`config.mk`:
```
export PLATFORM = sky130hd
export DESIGN_NAME = sup_reset_stretch
export DESIGN_NICKNAME = d
export VERILOG_FILES = /design/src/rtl/sup_reset_stretch.sv
export SDC_FILE = /design/constraint.sdc
export NUM_CORES = 1
export LEC_CHECK = 0
export BUFFER_PORTS_ARGS = -buffer_cell sky130_fd_sc_hd__buf_4
export CORE_AREA = 2 2 121 94
export CTS_CLUSTER_SIZE = 25
export DETAILED_ROUTE_END_ITERATION = 10
export DIE_AREA = 0 0 123 96
export GPL_TIMING_DRIVEN = 0
export PLACE_DENSITY = 0.56
export SLEW_MARGIN = 20
export SYNTH_ARGS = -nofsm -noshare
export SYNTH_HDL_FRONTEND = slang
export SYNTH_SLANG_ARGS = --single-unit
```
`constraint.sdc`:
```
create_clock -name clk -period 1.6 [get_ports clk]
set_input_delay 0.32 -clock clk [delete_from_list [all_inputs] [get_ports clk]]
set_output_delay 0.32 -clock clk [all_outputs]
set_load 0.02 [all_outputs]
```
`src/rtl/sup_reset_stretch.sv`:
```
module sup_reset_stretch #(
  parameter int DEBOUNCE_CYC = 1_250_000,
  parameter int GLITCH_CYC   = 250,
  parameter int STRETCH_CYC  = 25_000_000
) (
  input  logic clk,
  input  logic rst_n,
  input  logic supply_ok,
  input  logic btn_n,
  output logic rst_out_n,
  output logic rst_out,
  output logic release_pulse
);
  localparam int DW = $clog2(DEBOUNCE_CYC + 1);
  localparam int GW = $clog2(GLITCH_CYC + 1);
  localparam int SW = $clog2(STRETCH_CYC + 1);
  localparam logic [DW-1:0] D_LAST = DW'(DEBOUNCE_CYC - 1);
  localparam logic [GW-1:0] G_LAST = GW'(GLITCH_CYC - 1);
  localparam logic [SW-1:0] S_LAST = SW'(STRETCH_CYC - 1);

  logic [1:0]    bsync;
  logic [DW-1:0] dcnt;
  logic [GW-1:0] gcnt;
  logic [SW-1:0] scnt;
  logic          pressed, fault, active, rel_q;
  logic          raw_press, hold, done;

  assign raw_press = ~bsync[1];
  assign hold      = fault | pressed;
  assign done      = active & ~hold & (scnt == S_LAST);

  always_ff @(posedge clk or negedge rst_n)
    if (!rst_n) bsync <= 2'b11;
    else        bsync <= {bsync[0], btn_n};

  always_ff @(posedge clk or negedge rst_n)
    if (!rst_n) begin
      dcnt    <= '0;
      pressed <= 1'b0;
    end else if (raw_press == pressed) begin
      dcnt <= '0;
    end else if (dcnt == D_LAST) begin
      dcnt    <= '0;
      pressed <= raw_press;
    end else begin
      dcnt <= dcnt + 1'b1;
    end

  always_ff @(posedge clk or negedge rst_n)
    if (!rst_n) begin
      gcnt  <= '0;
      fault <= 1'b0;
    end else if (supply_ok) begin
      gcnt  <= '0;
      fault <= 1'b0;
    end else if (gcnt == G_LAST) begin
      fault <= 1'b1;
    end else begin
      gcnt <= gcnt + 1'b1;
    end

  always_ff @(posedge clk or negedge rst_n)
    if (!rst_n) begin
      scnt   <= '0;
      active <= 1'b1;
      rel_q  <= 1'b0;
    end else begin
      rel_q <= done;
      if (hold) begin
        scnt   <= '0;
        active <= 1'b1;
      end else if (done) begin
        active <= 1'b0;
      end else if (active) begin
        scnt <= scnt + 1'b1;
      end
    end

  assign rst_out       = active;
  assign rst_out_n     = ~active;
  assign release_pulse = rel_q;

  a_r3_fault_asserts: assert property (@(posedge clk) disable iff (!rst_n)
    fault |=> active);

  a_r8_hold_restarts: assert property (@(posedge clk) disable iff (!rst_n)
    hold |=> (active && scnt == '0));

  a_r9_strobe_on_fall: assert property (@(posedge clk) disable iff (!rst_n)
    release_pulse |-> $fell(active));

  a_r9_fall_has_strobe: assert property (@(posedge clk) disable iff (!rst_n)
    $fell(active) |-> release_pulse);

  a_r9_single_cycle: assert property (@(posedge clk) disable iff (!rst_n)
    release_pulse |=> !release_pulse);

  a_r6_press_needs_low: assert property (@(posedge clk) disable iff (!rst_n)
    $rose(pressed) |-> $past(raw_press));
endmodule

```
==> impl_metrics.yaml, run 1 <==
clock_network:
  cts_max_path_buffers: 2
  clkSinkCount: 60
  clk_pin_slew_worst_paths_ps: 50
  cts_tree: "done"
  cts_buffers: 9
  clk-insertion-delay-late_ps: 330
  h-tree-depth: 3
  root_buffer: "clkbuf_16"
logic_synthesis:
  synth_flop_cell: "dfrtp_1"
  synthCells: 317
  yosysUniqueCellTypes: 51
  synth_area_per_cell_um2: 9.86
  synthTopCellsByCount: "57 x dfrtp_1, 27 x nor2_1, 24 x nand2_1"
  ys_seq_elements: 60
  syn_nets: 325
  synth_area_um2: 3130
  synth_async_sr_flop_share: 1.00
  synth_top_area_share: 0.456
  yosysMostFrequentCell: "dfrtp_1"
  synth_largest_area_cell: "dfrtp_1"
  ys_seq_area_frac: 0.481
  synth_warnings: 0
  ys_top_cells_by_area: "dfrtp_1 46%, xor2_1 4.5%, nor2_1 3.2%"
  synth-edff-count: 0
status:
  violations: "negative setup slack"
  outcome: "finished with violations"
worst_setup_path:
  crit_type: "flip-flop to flip-flop"
  critPathMaxFanout: 10
  cp-end-kind: "flip-flop"
  crit_required_ps: 1860
  cp-start-kind: "flip-flop"
  worstPathArrival_ps: 1940
timing:
  layout_setup_ws_ps: -86.1
  tightest_slew_ps: 792
  hold_slack_ps: 76.5
  period_needed_ps: 1690
  fin_crit_sh: 1.05
  slew_headroom: 0.472
  fmax_mhz: 593
  rsz0062_at_grt: "yes"
  setup_viol: 25
  slew_violations: 0
  hold_violations: 0
  skew_ps: 8.27
finish:
  layout.nets: 367
  drive_gt1_frac: 0.360
  syn_to_final_growth_pct: 33.3
  final_cells: 504
  diodes: 0
flow_run:
  cap_violations: 0
floorplanning:
  initial_utilization: 0.294
  die_width_um: 123
  die_area_um2: 11800
  ios: 7
  std_cell_rows: 33
  chipHeight_um: 96
  core_area_um2: 10700
power:
  seq_power_share: 0.386
  max-vdd-ir-drop_v: 0.000510
  p_sw_mw: 1.15
  clockPowerShare: 0.468
  power.internal_mw: 3.43
  power.density_nw_per_um2: 1100
  swShare: 0.251
  p_leak_nw: 1.76
  combPwrFrac: 0.146
route:
  viasPerCell: 5.02
  ant_nets: 0
  wirelength_mm: 7.29
  dr_total_vias: 2530
  drt_first_pass_iters: 4
  first_iter_violations: 153
  routedWlPerCell_um: 14.5
  drt_drc_violations_left: 0
global_route:
  grtUsageTotal: 0.127
  grt_pass1_wl_mm: 11.6
  grt_max_degree: 61
  overflow: 0
  grt_pass1_vias: 2367
  antenna_found_initial: 0
placed_design:
  dp_hpwl_mm: 4.35
  place_inst: 462
  io_buffers: 5
  place_congestion: 0.788
worst_hold_path:
  hold_class: "input pin to asynchronous set/reset pin"
state kept, by name, indices dropped and copies added, names as in the netlist:
signal,count
bsync,2
dcnt,21
fault,1
gcnt,8
pressed,1
release_pulse,1
rst_out,1
scnt,25
power groups by stage:
stage               Combinational, mW  Sequential (mW)  Clock [mW]
floorplan                       0.366             1.75           0
global placement                0.468             1.78           0
detailed placement              0.480             1.78           0
CTS                             0.562             1.76        2.18
global route                    0.737             1.78        2.25
finish                          0.670             1.77        2.14
per-stage QoR:
step	setup TNS, ps	util	power, mW	cell area, um^2	worst slack (ps)
4_1_cts	-1130	0.362	4.51	3850	-91.6
3_5_place_dp	-4940	0.314	2.26	3350	-172
2_1_floorplan	-107	-	2.12	3140	-68.0
5_1_grt	-2070	0.391	4.77	4170	-142
3_3_place_gp	-4310	0.314	2.24	3350	-167
6_report	-524	0.391	4.58	4170	-86.1
routing by layer:
metal  track usage  vias to the layer above  share of wire
li1              -                     1244              -
met1         0.176                     1254           0.51
met5             0                        -              0
met2         0.185                       23           0.45
met3        0.0409                        9          0.030
met4        0.0492                        0          0.013
cells by family (layout without fill, tap and decap cells):
logic type      after synthesis  count (layout)  synth area share
buf+inv                      22              69            0.0408
compound gates               53              53            0.0992
fa+ha+maj                     4               4            0.0160
mux                           6               6            0.0192
flops                        60              60             0.481
simple gates                149             149             0.279
xor+xnor                     23              23            0.0644
cell type report:
| cell class | instances | area [um^2] |
|---|---|---|
| clock buffer | 13 | 260 |
| multi-input combinational | 235 | 1740 |
| tap | 140 | 175 |
| buffer | 13 | 125 |
| timing repair buffer | 33 | 255 |
| fill | 1065 | 6480 |
| clock inverter | 3 | 68.8 |
| inverter | 7 | 26.3 |
| sequential | 60 | 1520 |
placed cells by master (no fill, tap or decap), types with 9 or more instances in the layout:
cell | Yosys | routed
a21oi_1 | 19 | 10
nor2_1 | 27 | 18
o31ai_1 | 10 | 10
nand3_1 | 16 | 16
xor2_1 | 16 | 16
clkbuf_16 | 0 | 9
buf_4 | 1 | 32
or3_1 | 11 | 9
a21oi_2 | 1 | 10
nand4_1 | 14 | 14
buf_6 | 5 | 10
nor2_2 | 0 | 9
nand2_1 | 24 | 24
o21ai_0 | 14 | 13
dfrtp_1 | 57 | 49
critical path, stage by stage (launching register included):
cell and delay [ps]:
dfstp_2 560, and3_4 220, nand2_4 80, buf_8 150, or4_4 480, a21oi_2 130
path summary, 6_finish.rpt:
path / from / endpoint / slack (ps) / cells after the start
worst max-delay path: rst_out / scnt[12] / -90 / 5
worst min-delay path: rst_n / scnt[12] / 80 / 1
worst max register to register: rst_out / scnt[12] / -90 / 5
worst min register to register: bsync[0] / bsync[1] / 360 / 0
max in group asynchronous: rst_n / scnt[15] / 960 / 1
min in group clk: btn_n / bsync[0] / 90 / 1
what timing repair did:
item                                    CTS  global route
gates cloned                              2             0
hold buffers                              0             0
gates resized for setup                  32            49
pin swaps                                16            20
buffers inserted                          9            17
endpoints found under the setup margin   43            50
Power figures use the tool's default switching activity.
==> run 2: changes to the inputs <==
- CORE_AREA: 2 2 121 94 -> 2 2 91 71
- DIE_AREA: 0 0 123 96 -> 0 0 93 73
- PLACE_DENSITY: 0.56 -> 0.83
- TNS_END_PERCENT: unset -> 20
==> run 2 against run 1 <==
Sequential share of layout area is 2.1 points higher. The flow still finishes with violations (negative setup slack). First-iteration DRC count up 27%. Final area is 5.4% lower. Critical path depth unchanged. Combinational power rose by 8.7%. Worst hold slack worse by 20 ps. Flip-flop and latch count stayed put. Worst setup slack lost 3.4 ps. Count of clock-buffer cells in the layout fell by 4. Fmax fell by 0.20%. Critical endpoint is now dcnt[18]. Register-to-register slack barely moved.
==> impl_metrics.yaml, run 2 (synthesized netlist as in run 1, its figures left out) <==
route:
  met2_length_mm: 3.49
  first_iter_violations: 195
  wirelength_mm: 7.31
  ant_nets: 0
  routedWlPerCell_um: 16.4
  dr_total_vias: 2614
  wl_met3_um: 322
  viasPerCell: 5.85
  drt_drc_violations_left: 0
  drt_first_pass_iters: 4
  wl_met1_mm: 3.37
  top_layer: "met4"
finish:
  final_cells: 447
  num-fill-cells: 450
  syn_to_final_growth_pct: 26.1
  layout.nets: 369
  final_cell_mix: "49 x dfrtp_1, 33 x buf_4, 25 x nor2_1"
  diodes: 0
  drive_gt1_frac: 0.331
  reg_top3: "scnt x25, dcnt x21, gcnt x8"
  final_common_cell: "dfrtp_1"
  top_register: "scnt"
  largest_register_ffs: 25
clock_network:
  cts_tree: "done"
  clk_pin_slew_worst_paths_ps: 70
  cts_buffers: 9
  cts_max_path_buffers: 2
  h-tree-depth: 3
  clk-insertion-delay-late_ps: 340
  clkSinkCount: 60
  root_buffer: "clkbuf_8"
timing:
  tightest_slew_ps: 768
  fin_crit_sh: 1.06
  skew_ps: 11.1
  hold_slack_ps: 56.3
  slew_headroom: 0.488
  layout_setup_ws_ps: -89.5
  tns_ps: -1840
  setup_viol: 31
  slew_violations: 0
  hold_violations: 0
  rsz0062_at_grt: "yes"
  fmax_mhz: 592
  period_needed_ps: 1690
global_route:
  grtUsageTotal: 0.219
  grt_pass1_vias: 2489
  overflow: 0
  antenna_found_initial: 0
  grt_pass1_wl_mm: 11.6
  grt_max_degree: 61
worst_setup_path:
  crit_required_ps: 1820
  cpLargestDelayFamily: "simple AND/OR/NAND/NOR gates"
  worstPathArrival_ps: 1910
  crit_type: "flip-flop to flip-flop"
  slowest_stage: "dfrtp_2"
  cp-start-kind: "flip-flop"
  worstPathCellList: "nor4_4, nand4_1, o21ai_4, buf_6, a21oi_1"
  slowest_delay_ps: 450
  critPathMaxFanout: 5
  cp_num_buf_inv: 1
  cp-end-kind: "flip-flop"
status:
  outcome: "finished with violations"
  violations: "negative setup slack"
floorplanning:
  ios: 7
  chipHeight_um: 73
  die_width_um: 93
  initial_utilization: 0.521
  die_area_um2: 6790
  core_area_um2: 6010
  std_cell_rows: 25
placed_design:
  place_inst: 403
  place_congestion: 0.848
  dp_hpwl_mm: 4.15
  io_buffers: 5
power:
  p_leak_nw: 1.68
  max-vdd-ir-drop_v: 0.000732
  power.density_nw_per_um2: 1010
worst_hold_path:
  hold_class: "input pin to asynchronous set/reset pin"
flow_run:
  cap_violations: 0
[run 2: cell types whose count changed in the layout (fill, tap and decap cells not counted), moves of 3 or more]
cell / previous run / this run
or4_4: 8 / 3
o31ai_1: 10 / 7
clkbuf_16: 9 / 0
o31ai_2: 0 / 3
a21oi_2: 10 / 7
or4_1: 2 / 7
nor2_2: 9 / 0
clkbuf_8: 2 / 9
nor2_1: 18 / 25
a21oi_1: 10 / 13
[run 2: final cells by class]
| type | instances | area (um^2) | area share |
|---|---|---|---|
| inverter | 7 | 26.3 | 0.00666 |
| timing repair buffer | 35 | 268 | 0.0679 |
| multi-input combinational | 235 | 1690 | 0.429 |
| sequential | 60 | 1520 | 0.384 |
| clock inverter | 7 | 98.8 | 0.0251 |
| clock buffer | 9 | 124 | 0.0314 |
| buffer | 13 | 119 | 0.0301 |
| tap | 81 | 101 | 0.0257 |
[run 2: final timing paths]
path	from	end	slack (ps)	cells past startpoint
worst max-delay path	dcnt[14]	dcnt[18]	-90	5
worst min-delay path	rst_n	dcnt[2]	60	1
worst max register to register	dcnt[14]	dcnt[18]	-90	5
worst min register to register	bsync[0]	bsync[1]	360	0
max in group asynchronous	rst_n	scnt[6]	990	1
min in group clk	btn_n	bsync[0]	80	1
[run 2: stage by stage]
stage	power (mW)	setup WS, ps	area [um^2]	utilization
final	4.00	-89.5	3940	0.656
after global routing	4.17	-144	3940	0.656
after CTS	3.91	-62.2	3720	0.619
after detailed placement	2.26	-156	3270	0.544
after global placement	2.23	-117	3270	0.544
after floorplan	2.12	-68.0	3130	-
[run 2: worst register-to-register path, stage by stage (launching register included)]
cell and delay, ps:
dfrtp_2 450, nor4_4 310, nand4_1 260, o21ai_4 320, buf_6 170, a21oi_1 50
[run 2: what timing repair did]
item	CTS	global route
gates resized for setup	32	34
pin swaps	19	21
buffers inserted	13	15
setup endpoints to repair	44	49
gates cloned	1	1
hold buffers	0	0
[run 2: report_power, final]
group / switching [mW] / internal [mW] / total [mW]
logic: 0.354 / 0.374 / 0.728
registers: 0.122 / 1.63 / 1.76
clock network: 0.633 / 0.884 / 1.52
total: 1.11 / 2.89 / 4.00
[run 2: routing by layer]
| layer | vias to the layer above | track usage |
|---|---|---|
| met5 | - | 0 |
| met4 | 0 | 0.0703 |
| met3 | 12 | 0.0630 |
| met2 | 70 | 0.345 |
| met1 | 1293 | 0.295 |
| li1 | 1239 | - |
==> run 3: changes to the inputs <==
- CELL_PAD_IN_SITES_DETAIL_PLACEMENT: unset -> 1
- CELL_PAD_IN_SITES_GLOBAL_PLACEMENT: unset -> 1
- CORE_AREA: 2 2 91 71 -> 2 2 101 79
- DIE_AREA: 0 0 93 73 -> 0 0 103 81
- PLACE_DENSITY: 0.83 -> 0.84
==> run 3 against run 2 <==
The flow still finishes with violations (negative setup slack). Global-route usage grew 0.078 points. Via count increased by 2.0%. Utilization shrank 14 points. Final area shrank 1.7%. Count of clock-buffer cells in the layout is the same. Total power is 2.7% lower. Routed wire length is 24% higher. Clock skew down 1.8 ps. Fmax is 3.0% lower.
==> impl_metrics.yaml, run 3 (synthesized netlist as in run 1, its figures left out) <==
worst_setup_path:
  crit_type: "flip-flop to flip-flop"
  crit_required_ps: 1840
  worstPathArrival_ps: 1980
  critPathMaxFanout: 10
  cp-start-kind: "flip-flop"
  cp-end-kind: "flip-flop"
status:
  outcome: "finished with violations"
  violations: "negative setup slack"
route:
  routedWlPerCell_um: 19.8
  wirelength_mm: 9.08
  drt_drc_violations_left: 0
  drt_first_pass_iters: 4
  ant_nets: 0
  dr_total_vias: 2667
  first_iter_violations: 157
  viasPerCell: 5.81
placed_design:
  place_congestion: 0.764
  io_buffers: 5
  place_inst: 427
  dp_hpwl_mm: 4.92
  place_ws_ps: -178
  placed_area_um2: 3300
clock_network:
  clk_pin_slew_worst_paths_ps: 80
  cts_max_path_buffers: 2
  cts_buffers: 9
  h-tree-depth: 3
  cts_tree: "done"
  clkSinkCount: 60
  hold_buffers: 0
  root_buffer: "clkbuf_8"
  clk-insertion-delay-late_ps: 360
finish:
  num-fill-cells: 839
  diodes: 0
  largest_register_ffs: 25
  final_common_cell: "dfrtp_1"
  drive_gt1_frac: 0.316
  reg_top3: "scnt x25, dcnt x21, gcnt x8"
  multiInputGateArea_um2: 1700
  final_cell_mix: "47 x dfrtp_1, 27 x nor2_1, 23 x nand2_1, 23 x buf_4"
  layout.nets: 357
  final_cells: 459
  fin_util: 0.517
  syn_to_final_growth_pct: 23.9
  register_area_um2: 1520
  top_register: "scnt"
  final_area_um2: 3870
power:
  p_leak_nw: 1.65
  power.density_nw_per_um2: 1000
  max-vdd-ir-drop_v: 0.000637
  power_mw: 3.89
floorplanning:
  die_width_um: 103
  die_area_um2: 8340
  core_area_um2: 7500
  initial_utilization: 0.417
  chipHeight_um: 81
  std_cell_rows: 28
  ios: 7
worst_hold_path:
  hold_class: "input pin to asynchronous set/reset pin"
global_route:
  grtUsageTotal: 0.220
  antenna_found_initial: 0
  grt_max_degree: 61
  overflow: 0
  grt_pass1_vias: 2801
  grt_pass1_wl_mm: 13.8
timing:
  period_needed_ps: 1740
  tightest_slew_ps: 788
  hold_violations: 0
  layout_setup_ws_ps: -142
  slew_violations: 0
  fmax_mhz: 574
  setup_viol: 35
  fin_crit_sh: 1.09
  slew_headroom: 0.474
  skew_ps: 9.32
  rsz0062_at_grt: "yes"
flow_run:
  cap_violations: 0
==> run 3: changes by cell type in the layout (fill, tap and decap cells not counted), moves of 2 or more <==
cell and change:
buf_4 -10, o31ai_2 -3, buf_2 -2, clkbuf_2 +2, dfrtp_1 -2, dfrtp_2 +2, nor2_1 +2, nor2_4 -2
o21ai_0 -2, o21ai_1 +2, o31ai_1 +2
==> run 3: cell type report <==
type	instances	area share
Buffer	13	0.0320
Clock buffer	9	0.0320
Clock inverter	7	0.0197
Inverter	7	0.00678
Multi-Input combinational cell	235	0.439
Sequential cell	60	0.392
Tap cell	105	0.0339
Timing Repair Buffer	23	0.0446
==> run 3: per-layer routing <==
| metal | share of wire | track usage | up-vias |
|---|---|---|---|
| met5 | 0 | 0 | - |
| met4 | 0.019 | 0.108 | 0 |
| met3 | 0.036 | 0.0516 | 16 |
| met2 | 0.51 | 0.355 | 65 |
| met1 | 0.44 | 0.277 | 1372 |
| li1 | - | - | 1214 |
==> run 3: worst max-delay path: stages (launching register included) <==
cell and delay, ps:
dfrtp_1 440, nor4bb_2 380, nand4_1 290, o21ai_4 270
buf_6 190, a21oi_1 60
==> run 3: worst paths after layout <==
kind	start	endpoint	slack, ps	cells after the start
worst max-delay path	dcnt[8]	dcnt[15]	-140	5
worst min-delay path	rst_n	scnt[18]	50	1
worst max register to register	dcnt[8]	dcnt[15]	-140	5
worst min register to register	bsync[0]	bsync[1]	360	0
max in group asynchronous	rst_n	dcnt[5]	1000	1
min in group clk	btn_n	bsync[0]	60	1
==> run 3: per-stage QoR <==
stage               setup TNS (ps)  hold slack (ps)
floorplan                     -153             24.4
global placement             -4060              347
detailed placement           -5420              348
CTS                           -448             50.5
global route                 -7590             51.3
finish                       -3120             51.1
==> run 3: timing repair <==
action,in CTS,in global routing
buffers inserted,13,5
pin swaps,16,18
gates resized for setup,29,42
setup endpoints to repair,47,47
==> run 3: report_power, final <==
| group | leakage [nW] | internal (mW) | switching [mW] |
|---|---|---|---|
| combinational | 0.760 | 0.315 | 0.368 |
| sequential | 0.792 | 1.64 | 0.146 |
| clock | 0.0958 | 0.726 | 0.703 |
